`config.mk`:
```
export PLATFORM = sky130hd
export DESIGN_NAME = shiftcheck_alu
export DESIGN_NICKNAME = d
export VERILOG_FILES = /design/src/rtl/shiftcheck_pkg.sv /design/src/rtl/shiftcheck_slice.sv /design/src/rtl/shiftcheck_datapath.sv /design/src/rtl/shiftcheck_seq.sv /design/src/rtl/shiftcheck_alu.sv
export SDC_FILE = /design/constraint.sdc
export NUM_CORES = 1
export LEC_CHECK = 0
export CORE_MARGIN = 2
export CORE_UTILIZATION = 32
export DETAILED_ROUTE_END_ITERATION = 6
export GPL_ROUTABILITY_DRIVEN = 0
export GPL_TIMING_DRIVEN = 0
export SLEW_MARGIN = 15
export SYNTH_ARGS = -nofsm -noshare
export SYNTH_HDL_FRONTEND = slang
export SYNTH_SLANG_ARGS = --single-unit
```
`constraint.sdc`:
```
create_clock -name clk -period 18.2 [get_ports clk]
set_input_delay 4.55 -clock clk [delete_from_list [all_inputs] [get_ports clk]]
set_output_delay 4.55 -clock clk [all_outputs]
set_load 0.02 [all_outputs]
```
`src/rtl/shiftcheck_pkg.sv`:
```
package shiftcheck_pkg;

  typedef enum logic [1:0] {
    OP_OR  = 2'b00,
    OP_AND = 2'b01,
    OP_NOT = 2'b10,
    OP_ADD = 2'b11
  } alu_op_e;

  typedef enum logic [1:0] {
    ST_IDLE  = 2'b00,
    ST_PASS1 = 2'b01,
    ST_PASS2 = 2'b10,
    ST_CMP   = 2'b11
  } seq_st_e;

endpackage

```
`src/rtl/shiftcheck_slice.sv`:
```
// One bit slice: logic function or full adder, with forcible outputs.
module shiftcheck_slice
  import shiftcheck_pkg::*;
(
  input  alu_op_e op_i,
  input  logic    a_i,
  input  logic    b_i,
  input  logic    cin_i,
  input  logic    sum_frc_i,
  input  logic    sum_val_i,
  input  logic    cy_frc_i,
  input  logic    cy_val_i,
  output logic    sum_o,
  output logic    cout_o
);

  logic raw_sum;
  logic raw_cy;

  always_comb begin
    raw_cy = 1'b0;
    case (op_i)
      OP_OR:   raw_sum = a_i | b_i;
      OP_AND:  raw_sum = a_i & b_i;
      OP_NOT:  raw_sum = ~a_i;
      default: begin
        raw_sum = a_i ^ b_i ^ cin_i;
        raw_cy  = (a_i & b_i) | (cin_i & (a_i ^ b_i));
      end
    endcase
  end

  // Fault injection points on both slice outputs
  assign sum_o  = sum_frc_i ? sum_val_i : raw_sum;
  assign cout_o = cy_frc_i  ? cy_val_i  : raw_cy;

endmodule

```
`src/rtl/shiftcheck_datapath.sv`:
```
// Input shifters, slice chain and realigning output shifter.
module shiftcheck_datapath
  import shiftcheck_pkg::*;
#(
  parameter int WIDTH = 16,
  parameter int SHIFT = 3
) (
  input  alu_op_e                  op_i,
  input  logic [WIDTH-1:0]         a_i,
  input  logic [WIDTH-1:0]         b_i,
  input  logic                     pass2_i,
  input  logic [WIDTH+SHIFT-1:0]   sum_frc_i,
  input  logic [WIDTH+SHIFT-1:0]   sum_p1_i,
  input  logic [WIDTH+SHIFT-1:0]   sum_p2_i,
  input  logic [WIDTH+SHIFT-1:0]   cy_frc_i,
  input  logic [WIDTH+SHIFT-1:0]   cy_p1_i,
  input  logic [WIDTH+SHIFT-1:0]   cy_p2_i,
  output logic [WIDTH-1:0]         res_o
);

  localparam int DW = WIDTH + SHIFT;

  logic [DW-1:0] a_x, b_x;
  logic [DW-1:0] sum_v, cy_v;
  logic [DW-1:0] y;
  logic [DW:0]   cy;
  logic          unused_cy_top;

  // Left shifters: pass-through in pass 1, up by SHIFT in pass 2
  always_comb begin
    if (pass2_i) begin
      a_x = {a_i, {SHIFT{1'b0}}};
      b_x = {b_i, {SHIFT{1'b0}}};
    end else begin
      a_x = {{SHIFT{1'b0}}, a_i};
      b_x = {{SHIFT{1'b0}}, b_i};
    end
  end

  assign sum_v = pass2_i ? sum_p2_i : sum_p1_i;
  assign cy_v  = pass2_i ? cy_p2_i  : cy_p1_i;

  assign cy[0] = 1'b0;

  for (genvar i = 0; i < DW; i++) begin : g_slice
    shiftcheck_slice u_slice (
      .op_i      (op_i),
      .a_i       (a_x[i]),
      .b_i       (b_x[i]),
      .cin_i     (cy[i]),
      .sum_frc_i (sum_frc_i[i]),
      .sum_val_i (sum_v[i]),
      .cy_frc_i  (cy_frc_i[i]),
      .cy_val_i  (cy_v[i]),
      .sum_o     (y[i]),
      .cout_o    (cy[i+1])
    );
  end

  assign unused_cy_top = cy[DW];

  // Right shifter: realign the pass-2 output before it is kept
  assign res_o = pass2_i ? y[DW-1:SHIFT] : y[WIDTH-1:0];

endmodule

```
`src/rtl/shiftcheck_seq.sv`:
```
// Operation sequencer: idle, first pass, second pass, compare.
module shiftcheck_seq
  import shiftcheck_pkg::*;
(
  input  logic clk,
  input  logic rst,
  input  logic start_i,
  output logic accept_o,
  output logic pass2_o,
  output logic grab1_o,
  output logic grab2_o,
  output logic fin_o
);

  seq_st_e st, st_nx;

  always_comb begin
    st_nx = st;
    case (st)
      ST_IDLE:  if (start_i) st_nx = ST_PASS1;
      ST_PASS1: st_nx = ST_PASS2;
      ST_PASS2: st_nx = ST_CMP;
      default:  st_nx = ST_IDLE;
    endcase
  end

  always_ff @(posedge clk) begin
    if (rst) st <= ST_IDLE;
    else     st <= st_nx;
  end

  assign accept_o = (st == ST_IDLE) && start_i;
  assign pass2_o  = (st == ST_PASS2);
  assign grab1_o  = (st == ST_PASS1);
  assign grab2_o  = (st == ST_PASS2);
  assign fin_o    = (st == ST_CMP);

  // the passes follow one another without stalls
  p_pass_order_r2: assert property (@(posedge clk) disable iff (rst)
    (st == ST_PASS1) |=> (st == ST_PASS2));

  // a start seen mid-operation never restarts the sequence
  p_busy_start_r5: assert property (@(posedge clk) disable iff (rst)
    ((st != ST_IDLE) && start_i) |=> (st != ST_PASS1));

endmodule

```
`src/rtl/shiftcheck_alu.sv`:
```
module shiftcheck_alu
  import shiftcheck_pkg::*;
#(
  parameter int WIDTH = 16,
  parameter int SHIFT = 3
) (
  input  logic                   clk,
  input  logic                   rst,
  input  logic                   start_i,
  input  logic [1:0]             opcode_i,
  input  logic [WIDTH-1:0]       a_i,
  input  logic [WIDTH-1:0]       b_i,
  input  logic [WIDTH+SHIFT-1:0] sum_frc_i,
  input  logic [WIDTH+SHIFT-1:0] sum_p1_i,
  input  logic [WIDTH+SHIFT-1:0] sum_p2_i,
  input  logic [WIDTH+SHIFT-1:0] cy_frc_i,
  input  logic [WIDTH+SHIFT-1:0] cy_p1_i,
  input  logic [WIDTH+SHIFT-1:0] cy_p2_i,
  output logic                   done_o,
  output logic                   err_o,
  output logic [WIDTH-1:0]       result_o
);

  localparam int DW = WIDTH + SHIFT;

  logic accept, pass2, grab1, grab2, fin;

  alu_op_e          op_q;
  logic [WIDTH-1:0] a_q, b_q;
  logic [DW-1:0]    sfrc_q, sp1_q, sp2_q, cfrc_q, cp1_q, cp2_q;
  logic [WIDTH-1:0] r1_q, r2_q;
  logic [WIDTH-1:0] dp_res;

  shiftcheck_seq u_seq (
    .clk      (clk),
    .rst      (rst),
    .start_i  (start_i),
    .accept_o (accept),
    .pass2_o  (pass2),
    .grab1_o  (grab1),
    .grab2_o  (grab2),
    .fin_o    (fin)
  );

  // Capture the whole request at the accepting edge
  always_ff @(posedge clk) begin
    if (rst) begin
      op_q   <= OP_OR;
      a_q    <= '0;
      b_q    <= '0;
      sfrc_q <= '0;
      sp1_q  <= '0;
      sp2_q  <= '0;
      cfrc_q <= '0;
      cp1_q  <= '0;
      cp2_q  <= '0;
    end else if (accept) begin
      op_q   <= alu_op_e'(opcode_i);
      a_q    <= a_i;
      b_q    <= b_i;
      sfrc_q <= sum_frc_i;
      sp1_q  <= sum_p1_i;
      sp2_q  <= sum_p2_i;
      cfrc_q <= cy_frc_i;
      cp1_q  <= cy_p1_i;
      cp2_q  <= cy_p2_i;
    end
  end

  shiftcheck_datapath #(
    .WIDTH (WIDTH),
    .SHIFT (SHIFT)
  ) u_dp (
    .op_i      (op_q),
    .a_i       (a_q),
    .b_i       (b_q),
    .pass2_i   (pass2),
    .sum_frc_i (sfrc_q),
    .sum_p1_i  (sp1_q),
    .sum_p2_i  (sp2_q),
    .cy_frc_i  (cfrc_q),
    .cy_p1_i   (cp1_q),
    .cy_p2_i   (cp2_q),
    .res_o     (dp_res)
  );

  always_ff @(posedge clk) begin
    if (rst) begin
      r1_q <= '0;
      r2_q <= '0;
    end else begin
      if (grab1) r1_q <= dp_res;
      if (grab2) r2_q <= dp_res;
    end
  end

  // Compare stage and registered outputs
  always_ff @(posedge clk) begin
    if (rst) begin
      done_o   <= 1'b0;
      err_o    <= 1'b0;
      result_o <= '0;
    end else if (fin) begin
      done_o   <= 1'b1;
      err_o    <= (r1_q != r2_q);
      result_o <= r1_q;
    end else begin
      done_o   <= 1'b0;
      err_o    <= 1'b0;
    end
  end

  // completion is a single-cycle pulse
  p_done_pulse_r2: assert property (@(posedge clk) disable iff (rst)
    done_o |=> !done_o);

  // result holds between completions
  p_result_hold_r2: assert property (@(posedge clk) disable iff (rst)
    !fin |=> $stable(result_o));

  // the error flag only accompanies completion
  p_err_with_done_r7: assert property (@(posedge clk) disable iff (rst)
    err_o |-> done_o);

  // with no injection enabled the passes always agree
  p_clean_run_r4: assert property (@(posedge clk) disable iff (rst)
    (done_o && (sfrc_q == '0) && (cfrc_q == '0)) |-> !err_o);

endmodule

```
==> results.py <==
metrics = {
    "final_layout": {
        "area_delta_synth_final_pct": 27.8,
        "postLayoutCoreUtil_pct": 41.3,
        "multi_input_area_sq_um": 5130,
        "n_antenna_cell": 0,
        "postLayoutCellArea_sq_um": 12200,
        "drive_gt1_share_pct": 7.41,
        "seqCellArea_sq_um": 3820,
        "final_cells": 1740,
        "fill_cells": 3046,
        "nNetsFinal": 1548,
    },
    "power_and_ir_drop": {
        "leakage_nw": 4.60,
        "powerDensity_nw_per_um2": 94.4,
        "peakVddDrop_mv": 0.0672,
    },
    "grt": {
        "antenna_found_initial": 0,
        "grt_pass1_vias": 8224,
        "grt_max_degree": 19,
        "grt_pass1_wl_um": 46900,
        "grt_overflow": 0,
        "grt_usage_pct": 20.1,
    },
    "route": {
        "wl_met2_um": 14000,
        "met1_length_um": 14300,
        "totalWireLength_um": 31300,
        "vias": 8556,
        "viasPerCell": 4.92,
        "drcViolationCount": 0,
        "drtPass1Iterations": 5,
        "dr.max_layer_used": "met4",
        "ant_nets": 0,
        "wl_per_cell_um": 18.0,
        "drtIter0Drc": 651,
        "met3_length_um": 2070,
    },
    "sta": {
        "report.final.slew_viol_count": 0,
        "worst_slew_pin_slew_ns": 0.843,
        "timing.fmax_ghz": 0.0704,
        "fin_skew_ns": 0.0128,
        "setup-violations-final": 0,
        "finalCritPeriodShare_pct": 78.0,
        "rsz0062_at_grt": "no",
        "period_needed_ns": 14.20,
        "hold_violations": 0,
        "layout_setup_ws_ns": 4.00,
        "fin_tns_setup_ns": 0,
        "slew_headroom_pct": 43.8,
    },
    "floorplan": {
        "die_h_um": 176,
        "core_sq_um": 29500,
        "num_rows": 63,
        "start_util_pct": 32.3,
        "ios": 169,
        "die_area_sq_um": 31200,
        "die_x_um": 176,
    },
    "run_status": {
        "outcome": "finished clean",
    },
    "cts": {
        "cts_tree": "done",
        "clk_pin_slew_ns": 0.08,
        "h-tree-depth": 4,
        "cts-root-buf": "clkbuf_16",
        "cts_setup_buffers": 0,
        "clockBufferDepth": 2,
        "numClockSinks": 191,
        "cts_hold_buf": 0,
        "clkLatencyLatePin_ns": 0.45,
        "cts_buffers": 17,
        "cts_resized": 0,
    },
    "worst_setup_path": {
        "crit_fanout": 10,
        "critPathMaxStageDelay_ns": 0.49,
        "cp_num_buf_inv": 6,
        "start_kind": "flip-flop",
        "required_ns": 18.55,
        "endpoint_kind": "flip-flop",
        "crit_path_top_delay_cell": "mux4_2",
        "cp_top_family": "adder cells",
        "path_class": "reg -> reg",
        "rrSetupSlack_ns": 4.00,
        "arrival_ns": 14.55,
        "crit_path_frequent_cell": "fa_1",
    },
    "flow_run": {
        "cap_viol_max_count": 0,
    },
    "place": {
        "placed_cell_area_sq_um": 11600,
        "place_inst": 1708,
        "hpwl_um": 24900,
        "io_buffers": 159,
        "dp_slack_ns": 4.21,
    },
    "logic_synthesis": {
        "synth.area.mux_share_pct": 8.63,
        "synth_xor_area_share_pct": 1.66,
        "yosysUniqueCellTypes": 54,
        "synth_nets": 1370,
        "synth_compound_area_share_pct": 16.6,
        "yosys.area_share.simple_pct": 17.7,
        "synth_warnings": 0,
        "synth-adder-area-share_pct": 9.22,
        "synth_seq_area_share_pct": 40.2,
        "synth.avg_cell_area_sq_um": 8.22,
        "async_flop_share_pct": 0,
        "synth_edf_count": 0,
        "syn_area_sq_um": 9520,
        "ys_seq_elements": 191,
        "synthFlopType": "dfxtp_1",
        "synth_top_family_by_area": "simple AND/OR/NAND/NOR gates",
        "synthCells": 1159,
    },
    "hold_path": {
        "hold_path_class": "reg -> reg",
    },
}
path summary, 6_finish.rpt:
kind                                   from        to  cells after the start
worst max-delay path            u_seq.st[0]  r1_q[14]                     61
worst min-delay path               cp2_q[4]  cp2_q[4]                      2
worst max register to register  u_seq.st[0]  r1_q[14]                     61
worst min register to register     cp2_q[4]  cp2_q[4]                      2
Yosys cell counts, drive strengths merged, types with 5 or more instances:
cell type  count  area, sq um
ha            43          538
nand2        324         1220
mux4           5          113
mux2          31          349
nor2          47          176
o311ai         5         43.8
buf           27          159
a211oi        15          123
o21ai         16         80.1
a311oi         6         52.6
xor2           8         70.1
fa            17          340
dfxtp        191         3820
mux2i         34          360
o31ai          5         37.5
xnor2         10         87.6
inv           57          214
nor3          17         85.1
a31oi          7         43.8
nor2b         10         62.6
a21oi        169          850
nand2b         8         50.1
clkbuf        53          199
worst reg2reg max path, delay by kind of cell (launching register included):
kind / cells / cell delay (ns)
adder cells (fa/ha/maj): 19 / 6.89
AND/OR/NAND/NOR: 15 / 2.62
AO/OA/AOI/OAI: 19 / 2.61
buffers and inverters: 6 / 0.91
multiplexers: 2 / 0.72
flip-flops: 1 / 0.39
final cells by class:
class                      instances  share of cell area, %
clock buffer                      18                   3.53
clock inverter                    14                   1.10
buffer                            80                   2.94
tap                              390                   4.01
timing repair buffer             159                   13.1
sequential                       191                   31.4
multi-input combinational        831                   42.1
inverter                          57                   1.76
kinds of logic (layout without fill, tap and decap cells):
logic type | Yosys count | in the layout
adder cells (fa/ha/maj) | 60 | 60
AND/OR/NAND/NOR | 422 | 422
buffers and inverters | 137 | 328
AO/OA/AOI/OAI | 261 | 261
XOR/XNOR | 18 | 18
flip-flops | 191 | 191
multiplexers | 70 | 70
flip-flops by register name, summed over array words and instances, names as in the netlist:
register and flops:
r2_q 16, result_o 16, err_o 1, b_q 16
cp2_q 18, r1_q 16, op_q 2, a_q 16
u_seq.st 2, done_o 1, cp1_q 18, sp2_q 16
cfrc_q 18, sp1_q 16, sfrc_q 19
per-layer routing:
metal	up-vias	global-route usage, %
met5	-	0
met4	0	6.89
met3	57	4.05
met2	302	31.8
met1	3980	27.1
li1	4217	-
placed cells by master, fill, tap and decap left out, types with 3 or more instances in the layout:
cell,instances
nand2_1,324
dfxtp_1,191
a21oi_1,168
clkdlybuf4s50_1,159
inv_1,57
clkbuf_1,54
nor2_1,47
ha_1,43
mux2_2,31
mux2i_1,31
nor3_1,17
fa_1,17
clkbuf_16,17
o21ai_0,16
buf_2,13
a211oi_1,13
nor2b_1,10
xnor2_1,10
nand2b_1,8
xor2_1,8
a31oi_1,7
buf_1,7
a311oi_1,6
clkinv_4,6
o31ai_1,5
mux4_2,5
o311ai_1,5
buf_4,4
and2_1,4
a211o_1,4
o211a_1,4
a21o_1,4
o221ai_1,4
nand3_1,4
a2bb2oi_1,3
o31a_1,3
or2_2,3
where the power goes:
group,switching (W),total (W),internal [W],leakage [nW]
registers,0.0000376,0.000496,0.000459,1.56
logic,0.000172,0.000293,0.000121,2.77
clock network,0.000179,0.000359,0.000180,0.268
total,0.000389,0.00115,0.000759,4.60
stage by stage:
step / hold slack [ns] / total power (W)
global placement: 0.440 / 0.000790
floorplan: 0.431 / 0.000678
CTS: 0.455 / 0.00115
finish: 0.453 / 0.00115
global route: 0.472 / 0.00120
detailed placement: 0.443 / 0.000795
Power figures use the tool's default switching activity.
